[config.mk]
export PLATFORM = sky130hd
export DESIGN_NAME = dual_dac_regs
export DESIGN_NICKNAME = d
export VERILOG_FILES = /design/src/rtl/dual_dac_regs.sv
export SDC_FILE = /design/constraint.sdc
export NUM_CORES = 1
export LEC_CHECK = 0
export BUFFER_PORTS_ARGS = -buffer_cell sky130_fd_sc_hd__buf_2
export CAP_MARGIN = 20
export CORE_MARGIN = 5
export CORE_UTILIZATION = 50
export DETAILED_ROUTE_END_ITERATION = 10
export PLACE_DENSITY = 0.82
export SLEW_MARGIN = 20
export SYNTH_ARGS = -nofsm -noshare
export SYNTH_HDL_FRONTEND = slang
export SYNTH_SLANG_ARGS = --single-unit
[constraint.sdc]
create_clock -name clk -period 3.8 [get_ports clk]
set_input_delay 0.95 -clock clk [delete_from_list [all_inputs] [get_ports clk]]
set_output_delay 0.95 -clock clk [all_outputs]
set_load 0.01 [all_outputs]
[src/rtl/dual_dac_regs.sv]
module dual_dac_regs #(
  parameter int DW = 10,
  parameter logic [1:0] PD_RESET = 2'b11
) (
  input  logic          clk,
  input  logic          rst_n,
  input  logic          frame_start,
  input  logic          frame_stop,
  input  logic          byte_valid,
  input  logic [7:0]    byte_data,
  input  logic          ack_fall,
  output logic [DW-1:0] dac_a,
  output logic [DW-1:0] dac_b,
  output logic [1:0]    pd_a,
  output logic [1:0]    pd_b
);
  localparam int LOW = DW - 4;

  typedef enum logic [1:0] {WAIT_CMD, WAIT_DATA, WAIT_EXT} phase_t;

  phase_t        phase;
  logic          held;
  logic [7:0]    hold_byte;
  logic [3:0]    cmd;
  logic [3:0]    hi;
  logic [DW-1:0] in_a, in_b;

  wire           commit = ack_fall && held;
  wire           abort  = frame_start || frame_stop;
  wire [DW-1:0]  word   = {hi, hold_byte[7:8-LOW]};

  always_ff @(posedge clk) begin
    if (!rst_n) begin
      phase     <= WAIT_CMD;
      held      <= 1'b0;
      hold_byte <= '0;
      cmd       <= '0;
      hi        <= '0;
      in_a      <= '0;
      in_b      <= '0;
      dac_a     <= '0;
      dac_b     <= '0;
      pd_a      <= PD_RESET;
      pd_b      <= PD_RESET;
    end else if (abort) begin
      phase <= WAIT_CMD;
      held  <= 1'b0;
    end else begin
      if (commit) begin
        held <= 1'b0;
        case (phase)
          WAIT_CMD: begin
            case (hold_byte[7:4])
              4'b1110: begin
                dac_a <= in_a;
                dac_b <= in_b;
              end
              4'b1111: if (hold_byte[3:0] == 4'b0000) phase <= WAIT_EXT;
              4'b0000, 4'b0001, 4'b0100, 4'b0101,
              4'b1000, 4'b1001, 4'b1100, 4'b1101: begin
                cmd   <= hold_byte[7:4];
                hi    <= hold_byte[3:0];
                phase <= WAIT_DATA;
              end
              default: ;
            endcase
          end
          WAIT_DATA: begin
            phase <= WAIT_CMD;
            case (cmd)
              4'b0000: begin in_a <= word; dac_a <= word; dac_b <= in_b; end
              4'b0001: begin in_b <= word; dac_b <= word; dac_a <= in_a; end
              4'b0100: in_a <= word;
              4'b0101: in_b <= word;
              4'b1000: begin dac_a <= in_a; dac_b <= in_b; in_a <= word; end
              4'b1001: begin dac_a <= in_a; dac_b <= in_b; in_b <= word; end
              4'b1100: begin in_a <= word; in_b <= word; dac_a <= word; dac_b <= word; end
              4'b1101: begin in_a <= word; in_b <= word; end
              default: ;
            endcase
          end
          WAIT_EXT: begin
            phase <= WAIT_CMD;
            if (hold_byte[2]) pd_a <= hold_byte[1:0];
            if (hold_byte[3]) pd_b <= hold_byte[1:0];
          end
          default: phase <= WAIT_CMD;
        endcase
      end
      if (byte_valid) begin
        hold_byte <= byte_data;
        held      <= 1'b1;
      end
    end
  end

  assert_quiet_outputs_R8: assert property (@(posedge clk) disable iff (!rst_n)
    !($stable(dac_a) && $stable(dac_b) && $stable(pd_a) && $stable(pd_b)) |-> $past(ack_fall));

  assert_abort_R8: assert property (@(posedge clk) disable iff (!rst_n)
    abort |=> $stable(dac_a) && $stable(dac_b) && $stable(pd_a) && $stable(pd_b)
              && phase == WAIT_CMD && !held);

  assert_inonly_R3: assert property (@(posedge clk) disable iff (!rst_n)
    (commit && !abort && phase == WAIT_DATA && (cmd == 4'b0100 || cmd == 4'b0101 || cmd == 4'b1101))
    |=> $stable(dac_a) && $stable(dac_b));

  assert_bcast_equal_R5: assert property (@(posedge clk) disable iff (!rst_n)
    (commit && !abort && phase == WAIT_DATA && cmd == 4'b1100) |=> dac_a == dac_b);

  assert_ext_keeps_dac_R7: assert property (@(posedge clk) disable iff (!rst_n)
    (commit && !abort && phase == WAIT_EXT) |=> $stable(dac_a) && $stable(dac_b));
endmodule

==> results.py, run 1 <==
metrics = {
    "logic_synthesis": {
        "synth_top_family_by_area": "simple AND/OR/NAND/NOR gates",
        "synth_mux_area_share_pct": 17.3,
        "yosys.area_share.simple_pct": 18.6,
        "synth_cell_types": 33,
        "synth_compound_area_share_pct": 13.4,
        "postSynthCellCount": 278,
        "ys_ff_latch": 63,
        "ys.warnings.count": 0,
        "synth_nets": 292,
        "yosysSeqAreaShare_pct": 46.3,
        "syn_avg_cell_area_um2": 9.81,
        "synth_area_um2": 2730,
        "synthXorXnorAreaFrac_pct": 0.321,
        "synthAdderAreaFrac_pct": 0,
    },
    "routing": {
        "drtIter0Drc": 105,
        "routed_via_density": 5.26,
        "vias": 2036,
        "drtAntennaViolNets": 0,
        "drt-total-wl_um": 5430,
        "drc": 0,
        "wl_per_cell_um": 14.0,
        "drt_first_pass_iters": 4,
    },
    "timing": {
        "worst_slew_pin_slew_ns": 0.874,
        "setup_slack_ns": 1.58,
        "fmax_ghz": 0.451,
        "finalSetupViolCount": 0,
        "tns_ns": 0,
        "post-route-period-util_pct": 58.3,
        "finClkSkew_ns": 0.00690,
        "drv_slew": 0,
        "rsz0062_at_grt": "no",
        "period_needed_ns": 2.22,
        "hold_violations": 0,
        "relSlewSlack_pct": 41.8,
    },
    "grt": {
        "grt_pass1_vias": 1963,
        "grtUsageMet3_pct": 5.43,
        "grt.overflow.total": 0,
        "grt_max_degree": 62,
        "met1_usage_pct": 22.3,
        "top_usage_layer": "met2",
        "grt_util_met2_pct": 24.4,
        "grt_antenna_before_repair": 0,
        "grt_pass1_wl_um": 9410,
        "grtUsageTotal_pct": 16.7,
    },
    "status": {
        "outcome": "completed",
    },
    "clocking": {
        "cts_buffers": 9,
        "cts_sinks": 63,
        "hold_buffers": 0,
        "cts.clk_slew.worst_paths_ns": 0.07,
        "clockRootBuffer": "clkbuf_8",
        "clk_latency_ns": 0.34,
        "h-tree-depth": 3,
        "cts_tree": "done",
        "cts_resized": 0,
        "cts.path.max_buffers": 2,
        "cts_setup_buffers": 0,
    },
    "pwr": {
        "ir_worst_vdd_uv": 250,
        "p_total_mw": 1.35,
        "power.leakage_nw": 1.36,
        "p_per_area_nw_per_um2": 430,
    },
    "worst_setup_path": {
        "max_stage_delay_ns": 0.53,
        "cp.arrival_ns": 2.44,
        "crit_path_max_fanout": 40,
        "crit_slowest_cell": "dfxtp_1",
        "crit_chain": "nand2_1 -> or4b_4 -> a211oi_4 -> buf_4 -> o2111a_1 -> nor2_1",
        "critPathKind": "reg2reg",
        "crit_buf_inv": 1,
        "endpoint_kind": "flop",
        "critPathTopFamily": "simple AND/OR/NAND/NOR gates",
        "cp-start-kind": "flop",
        "cp.required_ns": 4.03,
    },
    "cells_and_area": {
        "layout_common_cells": "dfxtp_1 (63), mux2i_1 (47), nand2_1 (38)",
        "final_common_cell": "dfxtp_1",
        "num_antenna_cells": 0,
        "drive_above_1_share_pct": 20.2,
        "final_net_count": 326,
        "areaGrowthSynthToFinish_pct": 15.4,
    },
    "die": {
        "initial_core_util_pct": 52.4,
        "coreArea_um2": 5200,
        "die_y_um": 83.8,
        "die_w_um": 83.8,
        "fp.dieArea_um2": 7030,
        "io_pins": 38,
        "num_rows": 26,
    },
    "placement": {
        "gp_congestion": 0.874,
        "dp_hpwl_um": 3580,
        "numPortBuffers": 37,
        "pre_cts_ws_ns": 1.28,
    },
    "min_path": {
        "hold_path_class": "reg2reg",
    },
    "run": {
        "cap_violations": 0,
    },
}
metrics by stage:
stage	util, %	instance area [um2]	hold WS, ns	cells
after global routing	60.5	3150	0.498	387
after floorplan	-	2730	0.473	278
after global placement	56.2	2920	0.468	371
final	60.5	3150	0.477	387
after CTS	60.5	3150	0.474	387
after detailed placement	56.2	2920	0.459	371
cell usage after synthesis:
master	number	area [um2]
nor2_4	1	11.3
nor2b_1	29	181
a32oi_1	1	8.76
nand2_1	38	143
nor2_1	8	30.0
buf_6	4	45.0
clkbuf_1	10	37.5
inv_1	2	7.51
xor2_1	1	8.76
nor4_1	1	6.26
nand2b_1	2	12.5
or3b_2	1	8.76
and2_1	2	12.5
o21ai_0	13	65.1
o211a_1	10	100
a21oi_2	5	43.8
buf_1	1	3.75
mux2i_1	47	470
o2111a_1	1	11.3
a21boi_0	8	60.1
nor3_1	3	15.0
nand4bb_1	1	11.3
nor3b_1	2	15.0
buf_4	2	15.0
a21oi_1	8	40.0
a211oi_4	1	20.0
dfxtp_1	63	1260
nand3_1	8	40.0
a31oi_1	1	6.26
a32o_1	1	10.0
or4b_4	1	13.8
and3_1	1	6.26
buf_2	1	5.00
worst paths after layout:
check | cells past startpoint | start | to | slack (ns)
setup / recovery | 6 | hold_byte[7] | dac_b[9] | 1.58
hold / removal | 2 | pd_b[0] | pd_b[0] | 0.48
setup reg to reg | 6 | hold_byte[7] | dac_b[9] | 1.58
hold reg to reg | 2 | pd_b[0] | pd_b[0] | 0.48
per-layer routing:
metal / share of wire (%) / vias to the layer above
li1: - / 1026
met3: 4.7 / 11
met5: 0 / -
met2: 45 / 46
met1: 48 / 953
met4: 2.3 / 0
logic make-up after synthesis:
kind of cell	Yosys count
and+or+nand+nor	98
xor gates and xnor gates	1
DFF	63
buffers and inverters	20
muxes	47
AOI/OAI and AO/OA	49
where the power goes:
part	total [mW]	internal [mW]	leakage [nW]	switching, mW
Sequential	0.671	0.663	0.508	0.00714
Clock	0.651	0.405	0.114	0.246
Combinational	0.0302	0.0144	0.737	0.0158
state kept, by name, summed over array words and instances, names as in the netlist:
name	cells
cmd	4
dac_a	10
dac_b	10
held	1
hi	4
hold_byte	8
in_a	10
in_b	10
pd_a	2
pd_b	2
phase	2
area by class of cell:
cell class / instances / area (um2)
flip-flops and latches: 63 / 1260
well taps: 70 / 87.6
inverters: 2 / 7.51
repair buffers: 41 / 215
fillers: 478 / 2060
multi-input cells: 195 / 1350
clock buffers: 13 / 159
clock inverters: 3 / 65.1
worst min-delay path, cell delays in order (launching register included):
cell and delay (ns):
dfxtp_1 0.32, nand2_1 0.05, nand3_1 0.06
Note: power is estimated with default switching activity, not from simulation.
==> inputs of run 2 (changes only) <==
Clock period 3.8 ns to 2.3 ns, I/O delays scaled along.
==> run 2 against run 1 <==
Clock skew is 0.0069 ns higher. Sequential power is 64% higher. Critical path depth stayed put. Global-route usage is 0.91 points higher. Combinational power is 97% higher. Die area stayed put. Largest power group unchanged.
==> results.py, run 2 (synthesized netlist as in run 1, its figures left out) <==
metrics = {
    "routing": {
        "routed_via_density": 5.25,
        "drt_first_pass_iters": 4,
        "drt-total-wl_um": 5730,
        "drc": 0,
        "wl_per_cell_um": 14.5,
        "drtAntennaViolNets": 0,
        "drtIter0Drc": 172,
        "vias": 2070,
    },
    "cells_and_area": {
        "final_net_count": 333,
        "final_cells": 394,
        "drive_above_1_share_pct": 22.2,
        "final_cell_area_um2": 3180,
        "final_common_cell": "dfxtp_1",
        "layout_common_cells": "dfxtp_1 (63), mux2i_1 (47), nand2_1 (38)",
        "areaGrowthSynthToFinish_pct": 16.5,
        "num_antenna_cells": 0,
    },
    "grt": {
        "grtUsageTotal_pct": 17.6,
        "grt_util_met2_pct": 27.1,
        "met1_usage_pct": 21.6,
        "grtUsageMet3_pct": 7.01,
        "grt_max_degree": 41,
        "grt.overflow.total": 0,
        "grt_antenna_before_repair": 0,
        "grt_pass1_vias": 2046,
        "grt_pass1_wl_um": 9760,
        "top_usage_layer": "met2",
    },
    "run": {
        "cap_violations": 0,
    },
    "clocking": {
        "clockRootBuffer": "clkbuf_8",
        "cts_setup_buffers": 0,
        "cts_tree": "done",
        "cts_sinks": 63,
        "cts.clk_slew.worst_paths_ns": 0.08,
        "clk_latency_ns": 0.34,
        "h-tree-depth": 3,
        "cts_resized": 0,
        "cts.path.max_buffers": 2,
        "hold_buffers": 0,
        "cts_buffers": 9,
    },
    "timing": {
        "finalSetupViolCount": 0,
        "setup_slack_ns": 0.316,
        "hold_violations": 0,
        "relSlewSlack_pct": 64.1,
        "post-route-period-util_pct": 86.3,
        "rsz0062_at_grt": "no",
        "worst_slew_pin_slew_ns": 0.537,
        "fmax_ghz": 0.504,
        "finClkSkew_ns": 0.0138,
        "tns_ns": 0,
        "period_needed_ns": 1.98,
        "drv_slew": 0,
    },
    "pwr": {
        "p_per_area_nw_per_um2": 655,
        "ir_worst_vdd_uv": 462,
        "power.leakage_nw": 1.38,
        "p_total_mw": 2.08,
    },
    "placement": {
        "gp_congestion": 0.793,
        "dp_hpwl_um": 3920,
        "place_inst": 378,
        "numPortBuffers": 37,
        "pre_cts_ws_ns": 0.337,
        "placed_area_um2": 2990,
    },
    "worst_setup_path": {
        "cp.required_ns": 2.54,
        "cp-start-kind": "flop",
        "endpoint_kind": "flop",
        "cp.arrival_ns": 2.22,
        "critPathKind": "reg2reg",
        "crit_path_max_fanout": 10,
    },
    "min_path": {
        "hold_path_class": "reg2reg",
    },
    "status": {
        "outcome": "completed",
    },
    "die": {
        "io_pins": 38,
        "die_w_um": 83.8,
        "initial_core_util_pct": 52.4,
        "die_y_um": 83.8,
        "coreArea_um2": 5200,
        "num_rows": 26,
        "fp.dieArea_um2": 7030,
    },
}
-- run 2: final cells by class --
type / instances / area [um2]
fill: 461 / 2030
sequential: 63 / 1260
clock inverter: 6 / 61.3
inverter: 2 / 7.51
timing repair buffer: 48 / 280
tap: 70 / 87.6
multi-input combinational: 195 / 1350
clock buffer: 10 / 128
-- run 2: worst paths after layout --
kind | endpoint | cells past startpoint | startpoint | slack, ns
setup / recovery | in_a[1] | 6 | phase[0] | 0.32
hold / removal | pd_b[1] | 2 | pd_b[1] | 0.47
hold reg to reg | pd_b[1] | 2 | pd_b[1] | 0.47
setup reg to reg | in_a[1] | 6 | phase[0] | 0.32
-- run 2: per-stage QoR --
stage	utilization (%)	hold slack, ns
global placement	57.4	0.449
finish	61.0	0.468
global route	61.0	0.475
CTS	61.0	0.460
detailed placement	57.4	0.458
floorplan	-	0.473
-- run 2: worst max-delay path, stage by stage (launching register included) --
cell and delay [ns]:
dfxtp_1 0.46, nor3b_1 0.51, nand2b_1 0.19, a21oi_1 0.18, buf_4 0.24, mux2i_1 0.24, nor2b_1 0.06
-- run 2: layer usage --
layer	up-vias	routed length, um
met5	-	0
met4	0	90
met3	7	391
met2	55	2640
met1	964	2600
li1	1044	-
-- run 2: report_power, final --
part,total (mW),internal (mW),switching [mW]
clock,0.918,0.496,0.422
sequential,1.10,1.10,0.00817
combinational,0.0595,0.0277,0.0318
==> inputs of run 3 (changes only) <==
Settings changed: PLACE_DENSITY 0.82 to 0.73.
==> run 3 against run 2 <==
Worst hold slack better by 0.0044 ns. Core utilization up 0.91 points. Cell area up 1.5%. Critical endpoint is now dac_a[9]. Highest routed layer unchanged.
==> results.py, run 3 (synthesized netlist as in run 1, its figures left out) <==
metrics = {
    "status": {
        "outcome": "completed",
    },
    "cells_and_area": {
        "final_net_count": 333,
        "drive_above_1_share_pct": 21.9,
        "areaGrowthSynthToFinish_pct": 18.3,
        "layout_common_cells": "dfxtp_1 (63), mux2i_1 (47), nand2_1 (38)",
        "final_util_pct": 61.9,
        "final_common_cell": "dfxtp_1",
        "num_antenna_cells": 0,
    },
    "pwr": {
        "p_sw_share_pct": 19.8,
        "internal_power_mw": 1.79,
        "p_comb_share_pct": 2.7,
        "p_switching_uw": 444,
        "seqPwrFrac_pct": 49.3,
        "ir_worst_vdd_uv": 386,
        "power.leakage_nw": 1.40,
        "p_per_area_nw_per_um2": 694,
        "p_clk_share_pct": 47.9,
    },
    "routing": {
        "drc": 0,
        "drt_first_pass_iters": 4,
        "wl_per_cell_um": 14.1,
        "vias": 2053,
        "drtAntennaViolNets": 0,
        "routed_via_density": 5.21,
        "drtIter0Drc": 75,
        "drt-total-wl_um": 5540,
    },
    "die": {
        "io_pins": 38,
        "coreArea_um2": 5200,
        "die_w_um": 83.8,
        "num_rows": 26,
        "fp.dieArea_um2": 7030,
        "die_y_um": 83.8,
        "initial_core_util_pct": 52.4,
    },
    "clocking": {
        "clockRootBuffer": "clkbuf_8",
        "clk_latency_ns": 0.33,
        "hold_buffers": 0,
        "cts.path.max_buffers": 2,
        "cts_resized": 0,
        "h-tree-depth": 3,
        "cts.clk_slew.worst_paths_ns": 0.06,
        "cts_tree": "done",
        "cts_buffers": 9,
        "cts_setup_buffers": 0,
        "cts_sinks": 63,
    },
    "timing": {
        "period_needed_ns": 1.92,
        "relSlewSlack_pct": 63.8,
        "rsz0062_at_grt": "no",
        "hold_violations": 0,
        "fmax_ghz": 0.520,
        "finalSetupViolCount": 0,
        "worst_slew_pin_slew_ns": 0.543,
        "tns_ns": 0,
        "finClkSkew_ns": 0.00428,
        "drv_slew": 0,
        "post-route-period-util_pct": 83.5,
    },
    "grt": {
        "grt_pass1_vias": 1973,
        "grtUsageMet3_pct": 4.74,
        "grt_antenna_before_repair": 0,
        "grt.overflow.total": 0,
        "grt_util_met2_pct": 24.7,
        "met1_usage_pct": 21.2,
        "grtUsageTotal_pct": 16.3,
        "top_usage_layer": "met2",
        "grt_pass1_wl_um": 9190,
        "grt_max_degree": 32,
    },
    "placement": {
        "gp_congestion": 0.779,
        "numPortBuffers": 37,
        "dp_hpwl_um": 3730,
    },
    "worst_setup_path": {
        "crit_slowest_cell": "or3b_2",
        "endpoint_kind": "flop",
        "critPathTopFamily": "simple AND/OR/NAND/NOR gates",
        "max_stage_delay_ns": 0.49,
        "crit_buf_inv": 1,
        "cp.arrival_ns": 2.15,
        "cp-start-kind": "flop",
        "crit_path_max_fanout": 10,
        "cp.required_ns": 2.52,
        "critPathKind": "reg2reg",
        "crit_chain": "or3b_2 -> nor3_1 -> buf_4 -> mux2i_1 -> nand2_1 -> o211a_1",
    },
    "run": {
        "cap_violations": 0,
    },
    "min_path": {
        "hold_path_class": "reg2reg",
    },
}
## run 3: changes by cell type in the layout (fill, tap and decap cells not counted)
cell        change
buf_12          +1
buf_4           -1
bufinv_16       +1
clkbuf_1        +1
clkbuf_8        +2
clkinv_2        -2
clkinv_4        -1
clkinvlp_4      -1
## run 3: path summary, 6_finish.rpt
kind / start / end / slack [ns] / cells past startpoint
setup reg to reg: phase[0] / dac_a[9] / 0.38 / 6
hold / removal: pd_b[0] / pd_b[0] / 0.47 / 2
setup / recovery: phase[0] / dac_a[9] / 0.38 / 6
hold reg to reg: pd_b[0] / pd_b[0] / 0.47 / 2
## run 3: cell type report
type	instances	area [um2]
clock inverter	3	65.1
inverter	2	7.51
fill	463	1980
timing repair buffer	48	293
tap	70	87.6
clock buffer	13	159
sequential	63	1260
multi-input combinational	195	1350
## run 3: worst min-delay path, stage by stage, from the launching register on
cell and delay (ns):
dfxtp_1 0.32, nand2_1 0.05, nand3_1 0.07
## run 3: power groups by stage
stage / combinational (mW) / sequential [mW] / clock [mW]
detailed placement: 0.0614 / 1.13 / 0
global route: 0.0669 / 1.10 / 1.16
global placement: 0.0604 / 1.13 / 0
CTS: 0.0613 / 1.10 / 1.10
floorplan: 0.0359 / 1.13 / 0
finish: 0.0611 / 1.10 / 1.07
## run 3: stage by stage
step           setup WS, ns  area, um2  instances  power, mW  hold slack (ns)
6_report              0.378       3220        394       2.24            0.472
5_1_grt               0.218       3220        394       2.33            0.478
4_1_cts               0.370       3220        394       2.27            0.466
3_5_place_dp          0.270       3000        378       1.19            0.454
3_3_place_gp          0.288       3000        378       1.19            0.450
2_1_floorplan         0.475       2730        278       1.16            0.473
## run 3: routing by layer
layer	part of all wire (%)	routed length, um	up-vias
met3	4.1	225	12
met1	50	2760	950
met4	2.2	120	0
met2	44	2430	43
li1	-	-	1048
met5	0	0	-
